[src/rtl/trap_addsub_pkg.sv]
package trap_addsub_pkg;
  typedef enum logic [2:0] {
    OP_ADD   = 3'b000,
    OP_ADDU  = 3'b001,
    OP_ADDI  = 3'b010,
    OP_ADDIU = 3'b011,
    OP_SUB   = 3'b100,
    OP_SUBU  = 3'b101
  } op_e;

  typedef enum logic [1:0] {
    CAUSE_NONE = 2'b00,
    CAUSE_ADD  = 2'b01,
    CAUSE_SUB  = 2'b10
  } cause_e;

  function automatic logic op_legal(input logic [2:0] op);
    return op[2:1] != 2'b11;
  endfunction

  function automatic logic op_is_sub(input logic [2:0] op);
    return op[2];
  endfunction

  function automatic logic op_uses_imm(input logic [2:0] op);
    return op[2:1] == 2'b01;
  endfunction

  function automatic logic op_traps(input logic [2:0] op);
    return !op[0];
  endfunction
endpackage

[src/rtl/ts_operand_sel.sv]
module ts_operand_sel
  import trap_addsub_pkg::*;
#(
  parameter int DATA_W = 32,
  parameter int IMM_W  = 16
) (
  input  logic [2:0]        op_i,
  input  logic [DATA_W-1:0] opb_i,
  input  logic [IMM_W-1:0]  imm_i,
  output logic [DATA_W-1:0] b_sel_o,
  output logic [DATA_W-1:0] b_add_o,
  output logic              cin_o
);
  localparam int EXT_W = DATA_W - IMM_W;

  logic [DATA_W-1:0] imm_ext;

  generate
    if (EXT_W > 0) begin : g_ext
      assign imm_ext = {{EXT_W{imm_i[IMM_W-1]}}, imm_i};
    end else begin : g_trunc
      assign imm_ext = imm_i[DATA_W-1:0];
    end
  endgenerate

  always_comb begin
    b_sel_o = op_uses_imm(op_i) ? imm_ext : opb_i;
    // subtract: invert here, +1 enters as carry
    b_add_o = op_is_sub(op_i) ? ~b_sel_o : b_sel_o;
    cin_o   = op_is_sub(op_i);
  end
endmodule

[src/rtl/ts_adder_ovf.sv]
module ts_adder_ovf #(
  parameter int DATA_W = 32
) (
  input  logic [DATA_W-1:0] a_i,
  input  logic [DATA_W-1:0] b_sel_i,
  input  logic [DATA_W-1:0] b_add_i,
  input  logic              cin_i,
  input  logic              is_sub_i,
  output logic [DATA_W-1:0] sum_o,
  output logic              ovf_o
);
  localparam int MSB = DATA_W - 1;

  logic a_s, b_s, r_s;

  always_comb begin
    sum_o = a_i + b_add_i + {{(DATA_W-1){1'b0}}, cin_i};
    a_s   = a_i[MSB];
    b_s   = b_sel_i[MSB];
    r_s   = sum_o[MSB];
    // sign rule on the un-inverted operand
    if (is_sub_i) ovf_o = (a_s != b_s) && (r_s != a_s);
    else          ovf_o = (a_s == b_s) && (r_s != a_s);
  end
endmodule

[src/rtl/ts_out_stage.sv]
module ts_out_stage
  import trap_addsub_pkg::*;
#(
  parameter int DATA_W = 32,
  parameter int ADDR_W = 32
) (
  input  logic              clk_i,
  input  logic              rst_ni,
  input  logic              accept_i,
  input  logic              trap_en_i,
  input  logic              is_sub_i,
  input  logic [DATA_W-1:0] sum_i,
  input  logic              ovf_i,
  input  logic [ADDR_W-1:0] pc_i,
  output logic [DATA_W-1:0] result_o,
  output logic              ovf_o,
  output logic              wr_en_o,
  output logic              exc_o,
  output logic [ADDR_W-1:0] epc_o,
  output logic [1:0]        cause_o
);
  logic trap;
  assign trap = accept_i && trap_en_i && ovf_i;

  always_ff @(posedge clk_i or negedge rst_ni) begin
    if (!rst_ni) begin
      result_o <= '0;
      ovf_o    <= 1'b0;
      wr_en_o  <= 1'b0;
      exc_o    <= 1'b0;
      epc_o    <= '0;
      cause_o  <= CAUSE_NONE;
    end else begin
      wr_en_o <= accept_i && !trap;
      exc_o   <= trap;
      if (accept_i) begin
        result_o <= sum_i;
        ovf_o    <= ovf_i;
      end
      if (trap) begin
        epc_o   <= pc_i;
        cause_o <= is_sub_i ? CAUSE_SUB : CAUSE_ADD;
      end
    end
  end
endmodule

[src/rtl/trap_addsub.sv]
module trap_addsub
  import trap_addsub_pkg::*;
#(
  parameter int DATA_W = 32,
  parameter int IMM_W  = 16,
  parameter int ADDR_W = 32
) (
  input  logic              clk_i,
  input  logic              rst_ni,
  input  logic              valid_i,
  input  logic [2:0]        op_i,
  input  logic [DATA_W-1:0] opa_i,
  input  logic [DATA_W-1:0] opb_i,
  input  logic [IMM_W-1:0]  imm_i,
  input  logic [ADDR_W-1:0] pc_i,
  output logic [DATA_W-1:0] result_o,
  output logic              ovf_o,
  output logic              wr_en_o,
  output logic              exc_o,
  output logic [ADDR_W-1:0] epc_o,
  output logic [1:0]        cause_o
);
  logic [DATA_W-1:0] b_sel, b_add, sum;
  logic              cin, ovf, accept;

  assign accept = valid_i && op_legal(op_i);

  ts_operand_sel #(.DATA_W(DATA_W), .IMM_W(IMM_W)) u_sel (
    .op_i   (op_i),
    .opb_i  (opb_i),
    .imm_i  (imm_i),
    .b_sel_o(b_sel),
    .b_add_o(b_add),
    .cin_o  (cin)
  );

  ts_adder_ovf #(.DATA_W(DATA_W)) u_add (
    .a_i     (opa_i),
    .b_sel_i (b_sel),
    .b_add_i (b_add),
    .cin_i   (cin),
    .is_sub_i(op_is_sub(op_i)),
    .sum_o   (sum),
    .ovf_o   (ovf)
  );

  ts_out_stage #(.DATA_W(DATA_W), .ADDR_W(ADDR_W)) u_out (
    .clk_i    (clk_i),
    .rst_ni   (rst_ni),
    .accept_i (accept),
    .trap_en_i(op_traps(op_i)),
    .is_sub_i (op_is_sub(op_i)),
    .sum_i    (sum),
    .ovf_i    (ovf),
    .pc_i     (pc_i),
    .result_o (result_o),
    .ovf_o    (ovf_o),
    .wr_en_o  (wr_en_o),
    .exc_o    (exc_o),
    .epc_o    (epc_o),
    .cause_o  (cause_o)
  );
endmodule

[config.mk]
export PLATFORM = sky130hd
export DESIGN_NAME = trap_addsub
export DESIGN_NICKNAME = d
export VERILOG_FILES = /design/src/rtl/trap_addsub_pkg.sv /design/src/rtl/ts_operand_sel.sv /design/src/rtl/ts_adder_ovf.sv /design/src/rtl/ts_out_stage.sv /design/src/rtl/trap_addsub.sv
export SDC_FILE = /design/constraint.sdc
export NUM_CORES = 1
export LEC_CHECK = 0
export BUFFER_PORTS_ARGS = -buffer_cell sky130_fd_sc_hd__buf_2
export CAP_MARGIN = 20
export CORE_MARGIN = 2
export CORE_UTILIZATION = 45
export CTS_BUF_LIST = sky130_fd_sc_hd__clkbuf_8
export CTS_CLUSTER_SIZE = 30
export DETAILED_ROUTE_END_ITERATION = 16
export PLACE_DENSITY = 0.7
export SETUP_SLACK_MARGIN = 0.02
export SLEW_MARGIN = 15
export SYNTH_ARGS = -nofsm -noshare
export SYNTH_HDL_FRONTEND = slang
export SYNTH_SLANG_ARGS = --single-unit
[constraint.sdc]
create_clock -name clk_i -period 0.8 [get_ports clk_i]
set_input_delay 0.16 -clock clk_i [delete_from_list [all_inputs] [get_ports clk_i]]
set_output_delay 0.16 -clock clk_i [all_outputs]
set_load 0.02 [all_outputs]
After elaboration in Yosys (flattened, before gate mapping)

Index checks and enable logic that the tools add are counted.
W data, S select, Z words.

$add $sub $neg: 2
Bitwise operators: 1
$lt $le $gt $ge: 0
Shift operators: 0
$mul: 0
Div/mod/pow operators: 0
Equality and inequality tests: 5
Reductions and logical operators: 8
Multiplexer cells: 4

Operators by type and width:

| operator             | count |
|---|---|
| $mux W32             | 2 |
| $add A32 B1 Y32      | 1 |
| $add A32 B32 Y32     | 1 |
| $not A32 Y32         | 1 |
| $logic_and A1 B1 Y1  | 6 |
| $eq A2 B1 Y1 const B | 1 |
| $logic_not A1 Y1     | 2 |
| $mux W2              | 1 |
| $ne A1 B1 Y1         | 2 |
| $ne A2 B2 Y1 const B | 1 |
| $eq A1 B1 Y1         | 1 |
| $mux W1              | 1 |

Latch bits: 0
Output and inout port bits: 69
Input bits: 118
Bits in writable memories: 0
ROM bits: 0
Logic and storage cells: 26
Memories: 0
Register bits after elaboration: 69

Depth between registers and ports, before layout

Depth in word-level cells: 12
Depth in mapped cells: 15

By module

A second synthesis with hierarchy kept.

Cell total of the unflattened synthesis: 547
Area, all modules: 5733.0 sq um

Modules (own cells, without submodules):

| module         | area an instance (sq um) | times used | cells each | seq. area each (sq um) |
|---|---|---|---|---|
| ts_out_stage   | 2673.8                   | 1          | 147        | 1726.7 |
| ts_adder_ovf   | 1884.3                   | 1          | 264        | 0.0 |
| ts_operand_sel | 1159.9                   | 1          | 134        | 0.0 |
| trap_addsub    | 15.0                     | 1          | 2          | 0.0 |

Worst setup path after synthesis

Ideal clock, no wire load.

Kind: input to register
Start: in op_i[2]
End: reg u_out.cause_o[1]
Data required time: 0.675 ns
Setup time: 0.125 ns
Stages on the path: 14
Buffers on the path: 4
Path slack: -3.287 ns
Data arrival time: 3.962 ns
Path through: clkbuf_1 clkbuf_1 buf_1 mux2i_1 ha_1 nand4_2 nor2_1 inv_1 or4_4 o31a_1 o21ai_2 mux2i_2 buf_6 mux2_4

Word-level cells in the longest chain between the ends: 10

Ends and longest elaborated chain:

| element                                       | RTL line                               | RTL |
|---|---|---|
| start, declared                               | trap_addsub.sv:11                      | `input logic [2:0] op_i,` |
| $eq A2 B1 Y1                                  | trap_addsub_pkg.sv:26                  | `return op[2:1] == 2'b01;` |
| $mux W32                                      | ts_operand_sel.sv:27                   | `b_sel_o = op_uses_imm(op_i) ? imm_ext : opb_i;` |
| $not A32 Y32                                  | ts_operand_sel.sv:29                   | `b_add_o = op_is_sub(op_i) ? ~b_sel_o : b_sel_o;` |
| $mux W32                                      | ts_operand_sel.sv:29                   |  |
| $add A32 B32 Y32                              | ts_adder_ovf.sv:17                     | `sum_o = a_i + b_add_i + {{(DATA_W-1){1'b0}}, cin_i};` |
| $add A32 B1 Y32                               | ts_adder_ovf.sv:17                     |  |
| $ne A1 B1 Y1                                  | ts_adder_ovf.sv:22, ts_adder_ovf.sv:23 |  |
| $logic_and A1 B1 Y1, on equally long branches | ts_adder_ovf.sv:23, ts_adder_ovf.sv:22 |  |
| $mux W1                                       | ts_adder_ovf.sv:22                     | `if (is_sub_i) ovf_o = (a_s != b_s) && (r_s != a_s);` |
| $logic_and A1 B1 Y1                           | ts_out_stage.sv:23                     | `assign trap = accept_i && trap_en_i && ovf_i;` |
| end signal, assigned                          | ts_out_stage.sv:42                     | `cause_o <= is_sub_i ? CAUSE_SUB : CAUSE_ADD;` |
| end, declared                                 | ts_out_stage.sv:20                     | `output logic [1:0] cause_o` |

Several ways; a longest one is shown, not always the timed one.
A chain may end at the register's enable or synchronous reset.

Final worst setup path

Start: in op_i[1]
End: reg u_out.cause_o[1]

Word-level cells in the longest chain between the ends: 10

Ends and longest elaborated chain:

| element                                       | RTL line |
|---|---|
| $eq A2 B1 Y1                                  | trap_addsub_pkg.sv:26 |
| $mux W32                                      | ts_operand_sel.sv:27 |
| $not A32 Y32                                  | ts_operand_sel.sv:29 |
| $mux W32                                      | ts_operand_sel.sv:29 |
| $add A32 B32 Y32                              | ts_adder_ovf.sv:17 |
| $add A32 B1 Y32                               | ts_adder_ovf.sv:17 |
| $ne A1 B1 Y1                                  | ts_adder_ovf.sv:22, ts_adder_ovf.sv:23 |
| $logic_and A1 B1 Y1, on equally long branches | ts_adder_ovf.sv:23, ts_adder_ovf.sv:22 |
| $mux W1                                       | ts_adder_ovf.sv:22 |
| $logic_and A1 B1 Y1 *                         | ts_out_stage.sv:23 |

Every way passes the cells marked *; elsewhere a longest branch is shown, timed or not.

==> impl_metrics.tcl <==
set metrics [dict create \
    status "finished with violations" \
    violations "setup timing" \
    initial_core_util 0.456 \
    syn2layout_area_growth_pct 83.0 \
    hpwlAfterDp_um 11400 \
    htree_levels 3 \
    crit_type "primary input to flip-flop" \
    die_area_um2 11700 \
    synthCells 518 \
    root_buffer "clkbuf_8" \
    hold_viol_final 0 \
    grt_antenna_before_repair 0 \
    grt_pass1_wl_um 26700 \
    ant_nets 0 \
    antennaDiodeCount 0 \
    boundaryPins 187 \
    post-route-period-util 3.87 \
    drc_errors 0 \
    cp_data_required_time_ns 1.05 \
    fin_skew_ns 0 \
    startpoint_type "primary input" \
    synth-seq-cells 69 \
    clk_pin_slew_worst_paths_ns 0.10 \
    fin_tns_setup_ns -148.44 \
    setup_viol 138 \
    slew_viol_final 0 \
    coreArea_um2 10700 \
    gp_congestion 0.940 \
    grt_pass1_vias 5498 \
    cts_tree "yes" \
    cts_buffers 9 \
    nets 1067 \
    finish.cell_count_without_fillers 1063 \
    drtIter0Drc 324 \
    synthesis.nets 667 \
    via_per_inst 5.41 \
    yosysWarnings 0 \
    ys_seq_area_frac 0.353 \
    placed_area_um2 7040 \
    max_freq_mhz 323 \
    worstSkewPairLatency_ns 0.35 \
    seq_area_um2 1730 \
    routed_wl_um 19500 \
    fill_cells 589 \
    place_inst 957 \
    rsz0062_at_grt "true" \
    drive_gt1_frac 0.586 \
    syn_area_um2 4900 \
    grt_start_max_net_pins 35 \
    setup_ws_ns -2.30 \
    drt-pass1-iter-count 5 \
    place_ws_ns -2.78 \
    crit_arrival_ns 3.35 \
    io_buffers 186 \
    ir_worst_vdd_mv 2.03 \
    synth.avg_cell_area_um2 9.45 \
    cts.sinks 69 \
    synthFlopType "dfrtp_1" \
    die_h_um 108 \
    ys_types 52 \
    maxCapViolations 0 \
    min_path_type "primary input to flip-flop" \
    overflow 0 \
    grt_usage 0.290 \
    period_needed_ns 3.10 \
    power.density_nw_per_um2 2270 \
    maxSlewHeadroom 0.702 \
    clk_path_buf_depth 2 \
    design_area_um2 8960 \
    leakage_uw 0.00459 \
    dieWidth_um 108 \
    critPathCaptureType "flip-flop" \
    synth_edf_count 0 \
    worst_slew_pin_slew_ns 0.434 \
    async_flop_share 1.00 \
    whs_ns 0.0232 \
    multiInputGateArea_um2 3500 \
    wire_per_inst_um 18.3 \
    num_vias 5747 \
    rows 38 \
    cp_max_fo 8 \
]
placed cells by master (no fill, tap or decap), types with 8 or more instances in the layout:
master / synthesis / final
nor2b_1: 16 / 12
a211oi_1: 16 / 8
nand2_1: 56 / 53
a21oi_2: 0 / 12
mux2_4: 27 / 35
clkbuf_8: 0 / 9
a21o_1: 15 / 15
ha_1: 30 / 27
o21ai_1: 0 / 31
nor2_1: 18 / 16
buf_6: 3 / 86
o21ai_0: 61 / 21
mux2i_1: 21 / 20
buf_2: 0 / 113
buf_4: 0 / 197
xnor2_1: 16 / 10
o21ai_2: 1 / 9
inv_1: 11 / 11
a21oi_1: 40 / 27
dfrtp_1: 69 / 69
cell usage after synthesis (all sizes together) (8+ instances only):
cell type	count	area share
xnor2	16	0.029
mux2i	22	0.046
nand2	56	0.043
ha	30	0.077
xor2	8	0.014
a21o	15	0.023
inv	11	0.0084
dfrtp	69	0.35
a21oi	40	0.041
buf	8	0.011
nor2b	16	0.020
a211oi	16	0.025
mux2	35	0.10
nor2	18	0.014
o21ai	62	0.064
clkbuf	14	0.011
registers in the layout, summed over array words and instances (netlist names):
register	flops
u_out.cause_o	2
u_out.result_o	32
u_out.epc_o	32
u_out.ovf_o	1
u_out.wr_en_o	1
u_out.exc_o	1
critical path: stages:
cell	delay [ns]
buf_12	0.11
mux2_4	0.29
o21a_4	0.21
ha_4	0.26
and2_4	0.13
a32oi_2	0.13
a21o_1	0.22
or4_4	0.44
o31a_1	0.29
o21ai_4	0.09
mux2i_4	0.34
buf_6	0.19
clkbuf_16	0.17
mux2_4	0.30
power by group:
group          total [uW]  switching, uW  internal (uW)
logic               12000           5260           6760
registers            5610            998           4620
clock network        2670           1540           1140
final timing paths:
| path | start | end | slack, ns | cells past startpoint |
|---|---|---|---|---|
| worst max register to register | u_out.epc_o[27] | u_out.epc_o[27] | -0.26 | 3 |
| worst min register to register | u_out.result_o[11] | u_out.result_o[11] | 0.52 | 2 |
| max in group asynchronous | rst_ni | u_out.result_o[22] | 0.19 | 3 |
| min in group asynchronous | rst_ni | u_out.epc_o[16] | 0.17 | 2 |
| worst max-delay path | op_i[1] | u_out.cause_o[1] | -2.30 | 14 |
| worst min-delay path | pc_i[4] | u_out.epc_o[4] | 0.02 | 2 |
layout make-up:
type / count / share of cell area
multi-input cells: 416 / 0.391
clock inverters: 7 / 0.00559
clock buffers: 9 / 0.0138
repair buffers: 411 / 0.373
inverters: 11 / 0.00461
flip-flops and latches: 69 / 0.193
well taps: 140 / 0.0196
metal layers:
| metal | vias up | wire length (um) | part of all wire | track usage |
|---|---|---|---|---|
| met5 | - | 0 | 0 | 0 |
| li1 | 2696 | - | - | - |
| met4 | 0 | 646 | 0.033 | 0.105 |
| met2 | 259 | 10000 | 0.51 | 0.534 |
| met1 | 2733 | 7590 | 0.39 | 0.334 |
| met3 | 59 | 1220 | 0.063 | 0.0536 |
cells by family (layout without fill, tap and decap cells):
kind of cell	count (synthesis)	after routing	share of synthesized area
AO/OA/AOI/OAI	171	171	0.213
multiplexers	57	57	0.147
buffers and inverters	33	438	0.0299
XOR/XNOR	24	24	0.0429
adder cells (fa/ha/maj)	31	31	0.0807
flip-flops	69	69	0.353
AND/OR/NAND/NOR	133	133	0.134
repair_timing:
| item | in CTS | in global routing |
|---|---|---|
| resized for setup | 204 | 78 |
| gates cloned | 5 | 3 |
| setup buffers | 43 | 41 |
| endpoints found under the setup margin | 138 | 138 |
| hold endpoints to repair | 69 | 0 |
| hold buffers | 1 | 0 |
| pin swaps | 26 | 30 |
metrics by stage:
| stage | total power [uW] | util |
|---|---|---|
| 6_report | 20300 | 0.834 |
| 5_1_grt | 21200 | 0.834 |
| 2_1_floorplan | 9880 | - |
| 4_1_cts | 18500 | 0.777 |
| 3_3_place_gp | 12800 | 0.655 |
| 3_5_place_dp | 13100 | 0.655 |
No activity file was read; power rests on OpenSTA's default activity.
